## src/rtl/irqv_pkg.sv

```systemverilog
package irqv_pkg;
  // word index = byte address [5:2]
  typedef enum logic [3:0] {
    RG_STAT  = 4'd0,
    RG_SETS  = 4'd1,
    RG_ENAB  = 4'd2,
    RG_CRIT  = 4'd3,
    RG_POL   = 4'd4,
    RG_TRIG  = 4'd5,
    RG_MSTAT = 4'd6,
    RG_VEC   = 4'd7,
    RG_VCFG  = 4'd8
  } reg_idx_t;
endpackage

```

## src/rtl/irqv_sense.sv

```systemverilog
module irqv_sense #(
  parameter int N = 32
) (
  input  logic         clk,
  input  logic         rst,
  input  logic [N-1:0] raw,
  input  logic [N-1:0] pol,
  input  logic [N-1:0] trig,
  output logic [N-1:0] hit
);
  logic [N-1:0] s1_q, s2_q, act_q;
  logic [N-1:0] act;

  // Sync flops reset to the idle level of active-low inputs.
  always_ff @(posedge clk) begin
    if (rst) begin
      s1_q  <= '1;
      s2_q  <= '1;
      act_q <= '0;
    end else begin
      s1_q  <= raw;
      s2_q  <= s1_q;
      act_q <= act;
    end
  end

  assign act = ~(s2_q ^ pol);

  for (genvar g = 0; g < N; g++) begin : g_src
    assign hit[g] = trig[g] ? (act[g] & ~act_q[g]) : act[g];
  end
endmodule

```

## src/rtl/irqv_prio.sv

```systemverilog
module irqv_prio #(
  parameter int N         = 32,
  parameter int DW        = 32,
  parameter int STRIDE_LG = 9
) (
  input  logic [N-1:0]  pend,
  input  logic          low_first,
  input  logic [DW-1:0] base,
  output logic [DW-1:0] vec
);
  localparam int OW = $clog2(N);
  logic [OW-1:0] rank;
  logic          found;

  // rank i walks from the winning end of the range
  always_comb begin
    rank  = '0;
    found = 1'b0;
    for (int i = 0; i < N; i++) begin
      if (!found && pend[low_first ? (N-1-i) : i]) begin
        found = 1'b1;
        rank  = OW'(i);
      end
    end
  end

  assign vec = base + (DW'(rank) << STRIDE_LG);
endmodule

```

## src/rtl/irqv_top.sv

```systemverilog
module irqv_top #(
  parameter int N         = 32,
  parameter int DW        = 32,
  parameter int AW        = 6,
  parameter int STRIDE_LG = 9
) (
  input  logic          clk,
  input  logic          rst,
  input  logic [N-1:0]  irq_in,
  input  logic [AW-1:0] addr,
  input  logic          wr_en,
  input  logic [DW-1:0] wr_data,
  output logic [DW-1:0] rd_data,
  output logic          irq_crit,
  output logic          irq_norm
);
  import irqv_pkg::*;

  logic [N-1:0]  stat_q, en_q, crit_q, pol_q, trig_q;
  logic [DW-1:0] vcfg_q, vec_q;
  logic [N-1:0]  hit, masked, clr_m, set_m;
  logic [DW-1:0] base, vec_d;
  logic [3:0]    widx;

  assign widx   = addr[5:2];
  assign masked = stat_q & en_q;
  assign base   = {vcfg_q[DW-1:2], 2'b00};
  assign clr_m  = (wr_en && widx == RG_STAT) ? wr_data[N-1:0] : '0;
  assign set_m  = (wr_en && widx == RG_SETS) ? wr_data[N-1:0] : '0;

  irqv_sense #(.N(N)) u_sense (
    .clk(clk), .rst(rst), .raw(irq_in), .pol(pol_q), .trig(trig_q), .hit(hit)
  );

  irqv_prio #(.N(N), .DW(DW), .STRIDE_LG(STRIDE_LG)) u_prio (
    .pend(masked), .low_first(vcfg_q[0]), .base(base), .vec(vec_d)
  );

  always_ff @(posedge clk) begin
    if (rst) begin
      stat_q <= '0;
      en_q   <= '0;
      crit_q <= '0;
      pol_q  <= '0;
      trig_q <= '0;
      vcfg_q <= '0;
    end else begin
      stat_q <= (stat_q & ~clr_m) | set_m | hit;
      if (wr_en) begin
        case (widx)
          RG_ENAB: en_q   <= wr_data[N-1:0];
          RG_CRIT: crit_q <= wr_data[N-1:0];
          RG_POL:  pol_q  <= wr_data[N-1:0];
          RG_TRIG: trig_q <= wr_data[N-1:0];
          RG_VCFG: vcfg_q <= wr_data;
          default: ;
        endcase
      end
    end
  end

  always_ff @(posedge clk) begin
    if (rst) begin
      vec_q    <= '0;
      irq_crit <= 1'b0;
      irq_norm <= 1'b0;
      rd_data  <= '0;
    end else begin
      vec_q    <= vec_d;
      irq_crit <= |(masked & crit_q);
      irq_norm <= |(masked & ~crit_q);
      case (widx)
        RG_STAT:  rd_data <= DW'(stat_q);
        RG_ENAB:  rd_data <= DW'(en_q);
        RG_CRIT:  rd_data <= DW'(crit_q);
        RG_POL:   rd_data <= DW'(pol_q);
        RG_TRIG:  rd_data <= DW'(trig_q);
        RG_MSTAT: rd_data <= DW'(masked);
        RG_VEC:   rd_data <= vec_q;
        RG_VCFG:  rd_data <= vcfg_q;
        default:  rd_data <= '0;
      endcase
    end
  end
endmodule

```

## config.mk

```make
export PLATFORM = sky130hd
export DESIGN_NAME = irqv_top
export DESIGN_NICKNAME = d
export VERILOG_FILES = /design/src/rtl/irqv_pkg.sv /design/src/rtl/irqv_sense.sv /design/src/rtl/irqv_prio.sv /design/src/rtl/irqv_top.sv
export SDC_FILE = /design/constraint.sdc
export NUM_CORES = 1
export LEC_CHECK = 0
export BUFFER_PORTS_ARGS = -buffer_cell sky130_fd_sc_hd__buf_4
export CAP_MARGIN = 15
export CORE_MARGIN = 4
export CORE_UTILIZATION = 54
export CTS_CLUSTER_SIZE = 25
export DETAILED_ROUTE_END_ITERATION = 12
export PLACE_DENSITY = 0.8
export SYNTH_ARGS = -nofsm -noshare
export SYNTH_HDL_FRONTEND = slang
export SYNTH_HIERARCHICAL = 1
export SYNTH_SLANG_ARGS = --single-unit
```

## constraint.sdc

```tcl
create_clock -name clk -period 3.44 [get_ports clk]
set_clock_uncertainty 0.2 [all_clocks]
set_input_delay 0.172 -clock clk [delete_from_list [all_inputs] [get_ports clk]]
set_output_delay 0.172 -clock clk [all_outputs]
set_load 0.02 [all_outputs]
```

# [Word level (Yosys, flattened, before mapping)]
# Index checks and enable logic that the tools add are counted.
[op_classes] n_addsub=1 order_cmp=32 eq_ne=8 muxes=225 bitwise=74 reduce_logical=72
[op_table] op="< comparator 32 x 7 -> 1 bit (second input constant)" count=32
[op_table] op="2-to-1 mux 5 bit" count=62
[op_table] op="one-hot mux 32 bit (8 select lines)" count=1
[op_table] op="binary-select mux 1 bit (select 5 bit)" count=32
[op_table] op="bitwise AND 32 bit" count=4
[op_table] op="2-to-1 mux 1 bit" count=128
[op_table] op="NOT 32 bit" count=3
[op_table] op="2-to-1 mux 32 bit" count=2
[op_table] op="OR 32 bit" count=2
[op_table] op="OR reduction 32 bit" count=2
[op_table] op="logical AND 1 bit" count=33
[op_table] op="adder 32 x 14 -> 32 bit" count=1
[op_table] op="bitwise AND 1 bit" count=32
[op_table] op="NOT 1 bit" count=32
[op_table] op="XOR 32 bit" count=1
[op_table] op="logical NOT 1 bit" count=31
[op_table] op="== test 4 x 3 -> 1 bit (second input constant)" count=4
[op_table] op="AND reduction 2 bit" count=5
[op_table] op="== test 4 x 2 -> 1 bit (second input constant)" count=2
[op_table] op="== test 4 x 1 -> 1 bit (second input constant)" count=1
[op_table] op="== test 4 bit (second input constant)" count=1
[op_table] op="logical NOT 4 bit" count=1
[word_totals] ff_bits=354 input_bits=73 out_inout_bits=34 word_cells=425

# [Depth between registers and ports, before layout]
# Gate-level depths: netlist of run 1.
[depth] depth_word=99 ltp_mapped=16 mapped_depth_nobuf=15

# [By module]
# The synthesis of run 1 kept the hierarchy.
[by_module_without_submodules] module="irqv_top" n_inst=1 cells_each=1316 area_each_um2=10706.5 seq_area_each_um2=5165.0
[by_module_without_submodules] module="irqv_sense" n_inst=1 cells_each=266 area_each_um2=2947.8 seq_area_each_um2=1921.8
[by_module_without_submodules] module="irqv_prio" n_inst=1 cells_each=217 area_each_um2=1458.9 seq_area_each_um2=0.0

# [Worst setup path before layout of run 1]
# No wires, ideal clock.
[synth_path] path_kind="register -> register" start="reg stat_q[21]" end="reg vec_q[27]" setup_time_ns=0.128 t_arrival_ns=3.260 t_required_ns=3.112 setup_slack_ns=-0.148 stages_incl_launch_ff=16 n_path_buf=0 synth_period_minus_slack_ns=3.588 cell_sequence="dfxtp_1 nand2_1 inv_1 or3b_1 o2bb2ai_2 or3_4 nor4_1 a31oi_1 ha_1 fa_1 a21oi_1 o21bai_1 a21oi_1 nor3_1 xor2_1 nor2b_1"
[synth_between] elab_chain_len=99 elab_cells_between_ends=222 classes_between="add/sub (1); mux (158); bitwise (1); reduce/logical (62)"
[synth_lines] item="from (decl)" line="irqv_top.sv:19" rtl="logic [N-1:0] stat_q, en_q, crit_q, pol_q, trig_q;"
[synth_lines] item="from (signal assigned)" line="irqv_top.sv:48" rtl="stat_q <= (stat_q & ~clr_m) | set_m | hit;"
[synth_lines] item="bitwise AND 32 bit (*)" line="irqv_top.sv:26" rtl="assign masked = stat_q & en_q;"
[synth_lines] item="named net masked[21]" line="irqv_top.sv:21" rtl="logic [N-1:0] hit, masked, clr_m, set_m;"
[synth_lines] item="binary-select mux 1 bit (select 5 bit)" line="irqv_prio.sv:20" rtl="if (!found && pend[low_first ? (N-1-i) : i]) begin"
[synth_lines] item="2-to-1 mux 1 bit (3 in series)" line="irqv_prio.sv:20"
[synth_lines] item="logical NOT 1 bit" line="irqv_prio.sv:20"
[synth_lines] item="logical AND 1 bit" line="irqv_prio.sv:20"
[synth_lines] item="2-to-1 mux 1 bit" line="irqv_prio.sv:20"
[synth_lines] item="logical NOT 1 bit" line="irqv_prio.sv:20"
[synth_lines] item="[83 not listed]"
[synth_lines] item="logical NOT 1 bit" line="irqv_prio.sv:20"
[synth_lines] item="logical AND 1 bit" line="irqv_prio.sv:20"
[synth_lines] item="2-to-1 mux 1 bit" line="irqv_prio.sv:20"
[synth_lines] item="logical NOT 1 bit" line="irqv_prio.sv:20"
[synth_lines] item="logical AND 1 bit" line="irqv_prio.sv:20"
[synth_lines] item="2-to-1 mux 5 bit (*)" line="irqv_prio.sv:20"
[synth_lines] item="adder 32 x 14 -> 32 bit (*)" line="irqv_prio.sv:27" rtl="assign vec = base + (DW'(rank) << STRIDE_LG);"
[synth_lines] item="named net vec_d[27]" line="irqv_top.sv:22" rtl="logic [DW-1:0] base, vec_d;"
[synth_lines] item="to (signal assigned)" line="irqv_top.sv:69" rtl="vec_q <= vec_d;"
[synth_lines] item="to (decl)" line="irqv_top.sv:20" rtl="logic [DW-1:0] vcfg_q, vec_q;"
# Mark *: on every way through the listed nets, which the timed path passes. The rest lies on a longest branch. The select of a mux whose other input is x is not followed.
# A chain may end at the register's enable or synchronous reset.

# [Final worst setup path of run 1]
[layout_path] start="reg vcfg_q[0]" end="reg vec_q[21]"
[layout_between] elab_chain_len=99 elab_cells_between_ends=253 classes_between="add/sub (1); mux (190); reduce/logical (62)"
[layout_lines] item="from (decl)" line="irqv_top.sv:20"
[layout_lines] item="from (signal assigned)" line="irqv_top.sv:55" rtl="RG_VCFG: vcfg_q <= wr_data;"
[layout_lines] item="2-to-1 mux 5 bit" line="irqv_prio.sv:20"
[layout_lines] item="binary-select mux 1 bit (select 5 bit)" line="irqv_prio.sv:20"
[layout_lines] item="2-to-1 mux 1 bit (3 in series)" line="irqv_prio.sv:20"
[layout_lines] item="logical NOT 1 bit" line="irqv_prio.sv:20"
[layout_lines] item="logical AND 1 bit" line="irqv_prio.sv:20"
[layout_lines] item="2-to-1 mux 1 bit" line="irqv_prio.sv:20"
[layout_lines] item="logical NOT 1 bit" line="irqv_prio.sv:20"
[layout_lines] item="logical AND 1 bit" line="irqv_prio.sv:20"
[layout_lines] item="[82 not listed]"
[layout_lines] item="logical NOT 1 bit" line="irqv_prio.sv:20"
[layout_lines] item="logical AND 1 bit" line="irqv_prio.sv:20"
[layout_lines] item="2-to-1 mux 1 bit" line="irqv_prio.sv:20"
[layout_lines] item="logical NOT 1 bit" line="irqv_prio.sv:20"
[layout_lines] item="logical AND 1 bit" line="irqv_prio.sv:20"
[layout_lines] item="2-to-1 mux 5 bit (*)" line="irqv_prio.sv:20"
[layout_lines] item="adder 32 x 14 -> 32 bit (*)" line="irqv_prio.sv:27"
[layout_lines] item="named net vec_d[21]" line="irqv_top.sv:22"
# Marks and branches as above.

==> impl_results.md, run 1 <==
* Syn. warnings at 6
* FFs w/ async S/R, synth at 0%
* Area of the multi-input gates at 7431 µm²
* Placed cells at 2,357
* Crit-path most repeated cell: buf_6
* Worst Path Max Fanout at 5
* Setup TNS at -4383 ps
* Routed vias/inst at 6.144
* Starting Density at 55.46%
* Synth area leaders: dfxtp_1 47%, nand2_1 9.5%, a21oi_1 7.2%
* Final worst-path cycle share at 108.4%
* Rel. slew slack at 27.49%
* Die H at 175.3 µm
* Final min period at 3730 ps
* Max Cap Viol at 0
* Width of the chip at 175.3 µm
* Synthesized flop and latch total at 354
* Fin area at 19,560 µm²
* Failing checks: negative setup slack
* # clock sinks at 354
* DRT antenna net count at 0
* Area grow syn2layout at 29.42%
* Max incr delay on CP at 410 ps
* Clk pin slew, worst setup/hold paths at 70 ps
* IO buf count at 104
* Routed len/inst at 21.98 µm
* Longest Clk Path Bufs at 3
* Final hold vios at 0
* Pre-Repair DR Iteration Count at 6
* Largest net degree at the start of global routing at approximately 120
* Vias at ~15,000
* Syn Inst Count at 1,799
* Placed cell area at 17,350 µm²
* CTS tree: built
* Row count at 60
* Pins Over Slew Limit at 0
* Status: complete, but fails checks
* Initial antenna violation count at 0
* Syn Area/Cell at 8.401 µm²
* Gr usage total at between 30% and 40%
* CTS Buf Count at 37
* P_leak at roughly 7.8 nW
* Setup WS pre-CTS at -329.2 ps
* Post-synth EDFFs at 0
* Top cells by count, synth: 382 x nand2_1, 354 x dfxtp_1, 217 x a21oi_1
* Seq. cell area at just over 7000 µm²
* Clock Latency Late Sink at 530 ps
* Count of final setup violators at 19
* Vias in the first global route at 15,010
* Most frequent cell after synthesis: nand2_1
* Nets at about 2,200
* Required @ worst endpoint at 3610 ps
* Root buf cell: clkbuf_16
* Worst path slowest cell: or3_4
* Synth top area share at 46.89%
* Cell area after synthesis at 15,110 µm²
* Fin cells at ~2,500
* F_max at roughly 0.27 GHz
* HPWL Detailed at 36.42 mm
* RSZ-0062 raised after global routing: yes
* Final setup margin at -289.9 ps
* Pwr Density at 475.0 nW/µm²
* Worst setup EP type: flop
* Crit path launch type: flop
* Library cells used by synthesis at 77
* Register area share after synthesis at 46.89%
* Drc violations at 0
* Classification of the worst-slack hold path: primary input to flop
* Gr ovfl total at 0
* Peak supply drop at ~0.00041 V
* RePlAce Congestion at 1.050
* Share of cells above drive strength 1 at 22.89%
* Full die area at 30,730 µm²
* Data arrival time of the critical path at 3900 ps
* IO Pins at 107
* Synth area leader: dfxtp_1
* First-pass GRT wire length at approximately 84 mm
* CP Cell Sequence: buf_6, buf_6, or3_4, o2bb2ai_4, or3_4, nor4_4, a31oi_1, ha_2, fa_2, a21oi_2, o21bai_1, a21oi_2, buf_6, nor3_1, xor2_1, nor2b_1
* Detailed Route WL at 54.86 mm
* Main synth FF type: dfxtp_1
* Core ar. at 27,250 µm²
* Detailed Route Iter0 Violations at 2,109
* Slew at the pin with the worst max-slew slack at 1088 ps
* H-Tree Depth at 2
* Fillers at 1,986
* CP Class: flop to flop
[area by class of cell]
cell class,instances,share of cell area (%)
multi-input combinational,1274,37.99
tap,372,2.380
clock buffer,48,5.367
antenna,1,0.01279
inverter,43,0.8252
timing repair buffer,386,15.84
sequential,354,36.24
clock inverter,18,1.343
[cells in the final DEF (no fill, tap or decap), types with 43 or more instances in the layout]
master and instances:
dlygate4sd3_1 65, buf_4 314, a221oi_1 55, nand3_1 54
nor2b_1 43, nand2_1 382, or2_2 57, a21oi_1 214
dfxtp_1 353, nor2_1 82
[logic make-up (layout without fill, tap and decap cells)]
family	Yosys count	count (layout)	share of synthesized area, %
AOI/OAI and AO/OA	479	479	21.08
adders and majority gates	6	6	0.5464
and+or+nand+nor	726	726	22.55
other	1	3	0.02481
muxes	10	10	0.6871
xor gates and xnor gates	51	51	2.955
buffers and inverters	172	495	5.265
DFF	354	354	46.89
[per-layer routing]
layer / GRT usage [%] / routed length [µm] / up-vias
li1: - / - / 6873
met1: 42.99 / 20740 / 7174
met2: 57.16 / 25130 / 1048
met3: 7.103 / 5943 / 240
met4: 16.04 / 3037 / 0
met5: 0 / 0 / -
[stage by stage]
stage	utilization [%]	hold slack [ps]	power, mW
6_report	71.78	87.73	9.292
5_1_grt	71.77	78.15	9.540
4_1_cts	71.57	50.57	9.274
3_5_place_dp	63.65	155.4	4.987
3_3_place_gp	63.65	151.1	4.972
2_1_floorplan	-	69.14	4.672
[timing repair]
action,CTS,global route
setup endpoints to repair,20,20
hold endpoints to repair,242,0
resized for setup,33,11
pin swaps,11,8
setup buffers,7,1
cloned,1,0
hold buffers,65,0
[flip-flops by register name, summed over array words and instances (netlist names)]
register and flops:
u_sense/s2_q 32, irq_norm 1, irq_crit 1, vec_q 32, stat_q 32, rd_data 32
u_sense/act_q 32, pol_q 32, vcfg_q 32, u_sense/s1_q 32, en_q 32, trig_q 32
crit_q 32
[power breakdown]
| part | internal [mW] | total (mW) | switching [mW] |
|---|---|---|---|
| logic | 0.315 | 0.737 | 0.422 |
| clock network | 2.62 | 4.29 | 1.67 |
| registers | 4.21 | 4.27 | 0.0619 |
| total | 7.14 | 9.29 | 2.15 |
[final timing paths]
kind	start	to	slack [ps]	cells past startpoint
hold / removal	addr[5]	rd_data[9]	90	3
setup reg to reg	vcfg_q[0]	vec_q[21]	-290	16
setup / recovery	vcfg_q[0]	vec_q[21]	-290	16
hold reg to reg	u_sense/s1_q[21]	u_sense/s2_q[21]	200	1
[critical path: cells and delay by family, from the launching register on]
kind                     cells  cell delay [ps]
adder cells (fa/ha/maj)      2              550
AO/OA/AOI/OAI                5              680
buffers and inverters        3              420
flip-flops                   1              340
XOR/XNOR                     1              140
AND/OR/NAND/NOR              5             1250
Power figures use the tool's default switching activity.
==> run 2: changes to the inputs <==
- CORE_MARGIN: 4 -> 5
==> run 2 against run 1 <==
The flow still finishes with violations (negative setup slack). Combinational power increased by 3.7%. Critical endpoint is now vec_q[13]. Sequential share of layout area decreased by 0.68 points. Final cell count increased by 1.9%.
==> impl_results.md, run 2 (synthesis gave the netlist of run 1 again) <==
* Status: complete, but fails checks (unchanged)
* Failing checks: negative setup slack (unchanged)
* Core ar. at 27,710 µm² (was 27,250 µm²)
* P_leak at 8.111 nW (was 7.849 nW)
* Met1 wire length at 21.12 mm (was 20.74 mm)
* Final worst-path cycle share at 105.0% (was 108.4%)
* Die H at 177.3 µm (was 175.3 µm)
* Worst path slowest cell: dfxtp_4 (was or3_4)
* HPWL Detailed at 35.61 mm (was 36.42 mm)
* Longest Clk Path Bufs at 3 (unchanged)
* Initial antenna violation count at 3 (was 0)
* DRT antenna net count at 0 (unchanged)
* Crit path launch type: flop (unchanged)
* Max incr delay on CP at 410 ps (about the same)
* WL met3 at 6.642 mm (was 5.943 mm)
* IO buf count at 104 (unchanged)
* Rel. slew slack at 31.69% (was 27.49%)
* Largest net degree at the start of global routing at 180 (was 124)
* Fin area at 19,940 µm² (was 19,560 µm²)
* Classification of the worst-slack hold path: primary input to flop (unchanged)
* Clk pin slew, worst setup/hold paths at 60 ps (was 70 ps)
* Worst setup EP type: flop (unchanged)
* Highest routed layer: met5 (was met4)
* Gr ovfl total at 0 (unchanged)
* Most common cell after layout, fill and taps aside: nand2_1 (unchanged)
* Met2 wire len at 25.43 mm (was 25.13 mm)
* Starting Density at 54.55% (was 55.46%)
* Routed vias/inst at 6.189 (was 6.144)
* IO Pins at 107 (unchanged)
* H-Tree Depth at 2 (unchanged)
* Placed cells at 2,350 (was 2,357)
* Gr usage total at 35.00% (was 34.37%)
* Final hold vios at 0 (unchanged)
* Area grow syn2layout at 31.94% (was 29.42%)
* Row count at 61 (was 60)
* Placed cell area at 17,280 µm² (was 17,350 µm²)
* RePlAce Congestion at 1.039 (was 1.050)
* Count of final setup violators at 19 (unchanged)
* Max Cap Viol at 0 (unchanged)
* CP top delay family: simple AND/OR/NAND/NOR gates (unchanged)
* Worst Path Max Fanout at 7 (was 5)
* Pre-Repair DR Iteration Count at 8 (was 6)
* Detailed Route Iter0 Violations at 2,194 (was 2,109)
* Pins Over Slew Limit at 0 (unchanged)
* Crit-path most repeated cell: buf_4 (was buf_6)
* Nets at 2,215 (was 2,175)
* Slew at the pin with the worst max-slew slack at 1023 ps (was 1088 ps)
* CP Cell Sequence: buf_6, or3b_4, o2bb2ai_2, or3_4, nor4_4, a31oi_1, ha_2, fa_2, a21oi_2, o21bai_2, buf_4, buf_4, buf_4, xnor2_1, nor2b_2 (was buf_6, buf_6, or3_4, o2bb2ai_4, or3_4, nor4_4, a31oi_1, ha_2, fa_2, a21oi_2, o21bai_1, a21oi_2, buf_6, nor3_1, xor2_1, nor2b_1)
* Detailed Route WL at 57.01 mm (was 54.86 mm)
* Full die area at 31,430 µm² (was 30,730 µm²)
* Peak supply drop at 0.0004577 V (was 0.0004148 V)
* Share of cells above drive strength 1 at 22.31% (was 22.89%)
* Data arrival time of the critical path at 3860 ps (was 3900 ps)
* Final min period at 3611 ps (was 3730 ps)
* Worst Path Buf+Inv at 4 (was 3)
* Width of the chip at 177.3 µm (was 175.3 µm)
* Root buf cell: clkbuf_16 (unchanged)
* Fillers at 2,040 (was 1,986)
* Required @ worst endpoint at 3690 ps (was 3610 ps)
* Fin cells at 2,543 (was 2,496)
* Clock Latency Late Sink at 530 ps (about the same)
* First-pass GRT wire length at 85.53 mm (was 83.56 mm)
* CTS Buf Count at 37 (unchanged)
* Vias at 15,740 (was 15,340)
* Final setup margin at -170.5 ps (was -289.9 ps)
* Ant diodes at 0 (was 1)
* Drc violations at 0 (unchanged)
* Seq. cell area at 7091 µm² (was 7088 µm²)
* CP Class: flop to flop (unchanged)
* Most frequent cells in the layout: 382 x nand2_1, 353 x dfxtp_1, 307 x buf_4 (was 382 x nand2_1, 353 x dfxtp_1, 314 x buf_4)
* CTS tree: built (unchanged)
* Area of the multi-input gates at 7415 µm² (was 7431 µm²)
* Post-layout util at 71.97% (was 71.78%)
* Pwr Density at 458.5 nW/µm² (was 475.0 nW/µm²)
* F_max at 0.2770 GHz (was 0.2681 GHz)
* Routed len/inst at 22.42 µm (was 21.98 µm)
* RSZ-0062 raised after global routing: yes (unchanged)
* Vias in the first global route at 15,240 (was 15,010)
* # clock sinks at 354 (unchanged)
* Setup WS pre-CTS at -449.4 ps (was -329.2 ps)
-- run 2: cell type report --
type / count / area share (%)
multi-input cells: 1274 / 37.18
flip-flops and latches: 354 / 35.56
repair buffers: 426 / 17.74
clock buffers: 54 / 5.628
well taps: 378 / 2.372
inverters: 43 / 0.8094
clock inverters: 14 / 0.7028
-- run 2: worst paths after layout --
path / from / slack [ps] / depth (start not counted) / to
worst max register to register: vcfg_q[0] / -170 / 15 / vec_q[13]
worst max-delay path: vcfg_q[0] / -170 / 15 / vec_q[13]
worst min-delay path: rst / 30 / 2 / u_sense/s2_q[3]
worst min register to register: u_sense/s1_q[3] / 210 / 1 / u_sense/s2_q[3]
-- run 2: worst reg2reg max path, cell delays in order (launching register included) --
cell	delay [ps]
dfxtp_4	410
buf_6	140
or3b_4	380
o2bb2ai_2	140
or3_4	370
nor4_4	250
a31oi_1	70
ha_2	200
fa_2	350
a21oi_2	150
o21bai_2	100
buf_4	140
buf_4	120
buf_4	130
xnor2_1	190
nor2b_2	200
-- run 2: where the power goes --
group / switching, mW / internal [mW] / total, mW
Sequential: 0.0599 / 4.21 / 4.27
Clock: 1.68 / 2.43 / 4.11
Combinational: 0.432 / 0.332 / 0.764
Total: 2.18 / 6.97 / 9.14
-- run 2: per-layer routing --
metal / up-vias / global-route usage [%]
li1: 6958 / -
met1: 7353 / 43.63
met2: 1133 / 55.57
met3: 288 / 7.797
met4: 6 / 21.04
met5: - / 0
-- run 2: through the flow --
stage	hold slack (ps)	power, mW	setup TNS [ps]
after CTS	10.19	9.113	-1586
after global placement	151.8	4.977	-5881
after global routing	43.70	9.380	-4112
final	33.26	9.143	-2073
after detailed placement	153.5	4.990	-7723
after floorplan	69.14	4.672	0
-- run 2: repair_timing --
item / in CTS / in global routing
hold endpoints to repair: 235 / 0
setup endpoints to repair: 20 / 19
gates cloned: 1 / 0
pin swaps: 7 / 4
buffers inserted: 9 / 3
resized for setup: 31 / 11
hold buffers: 112 / 0
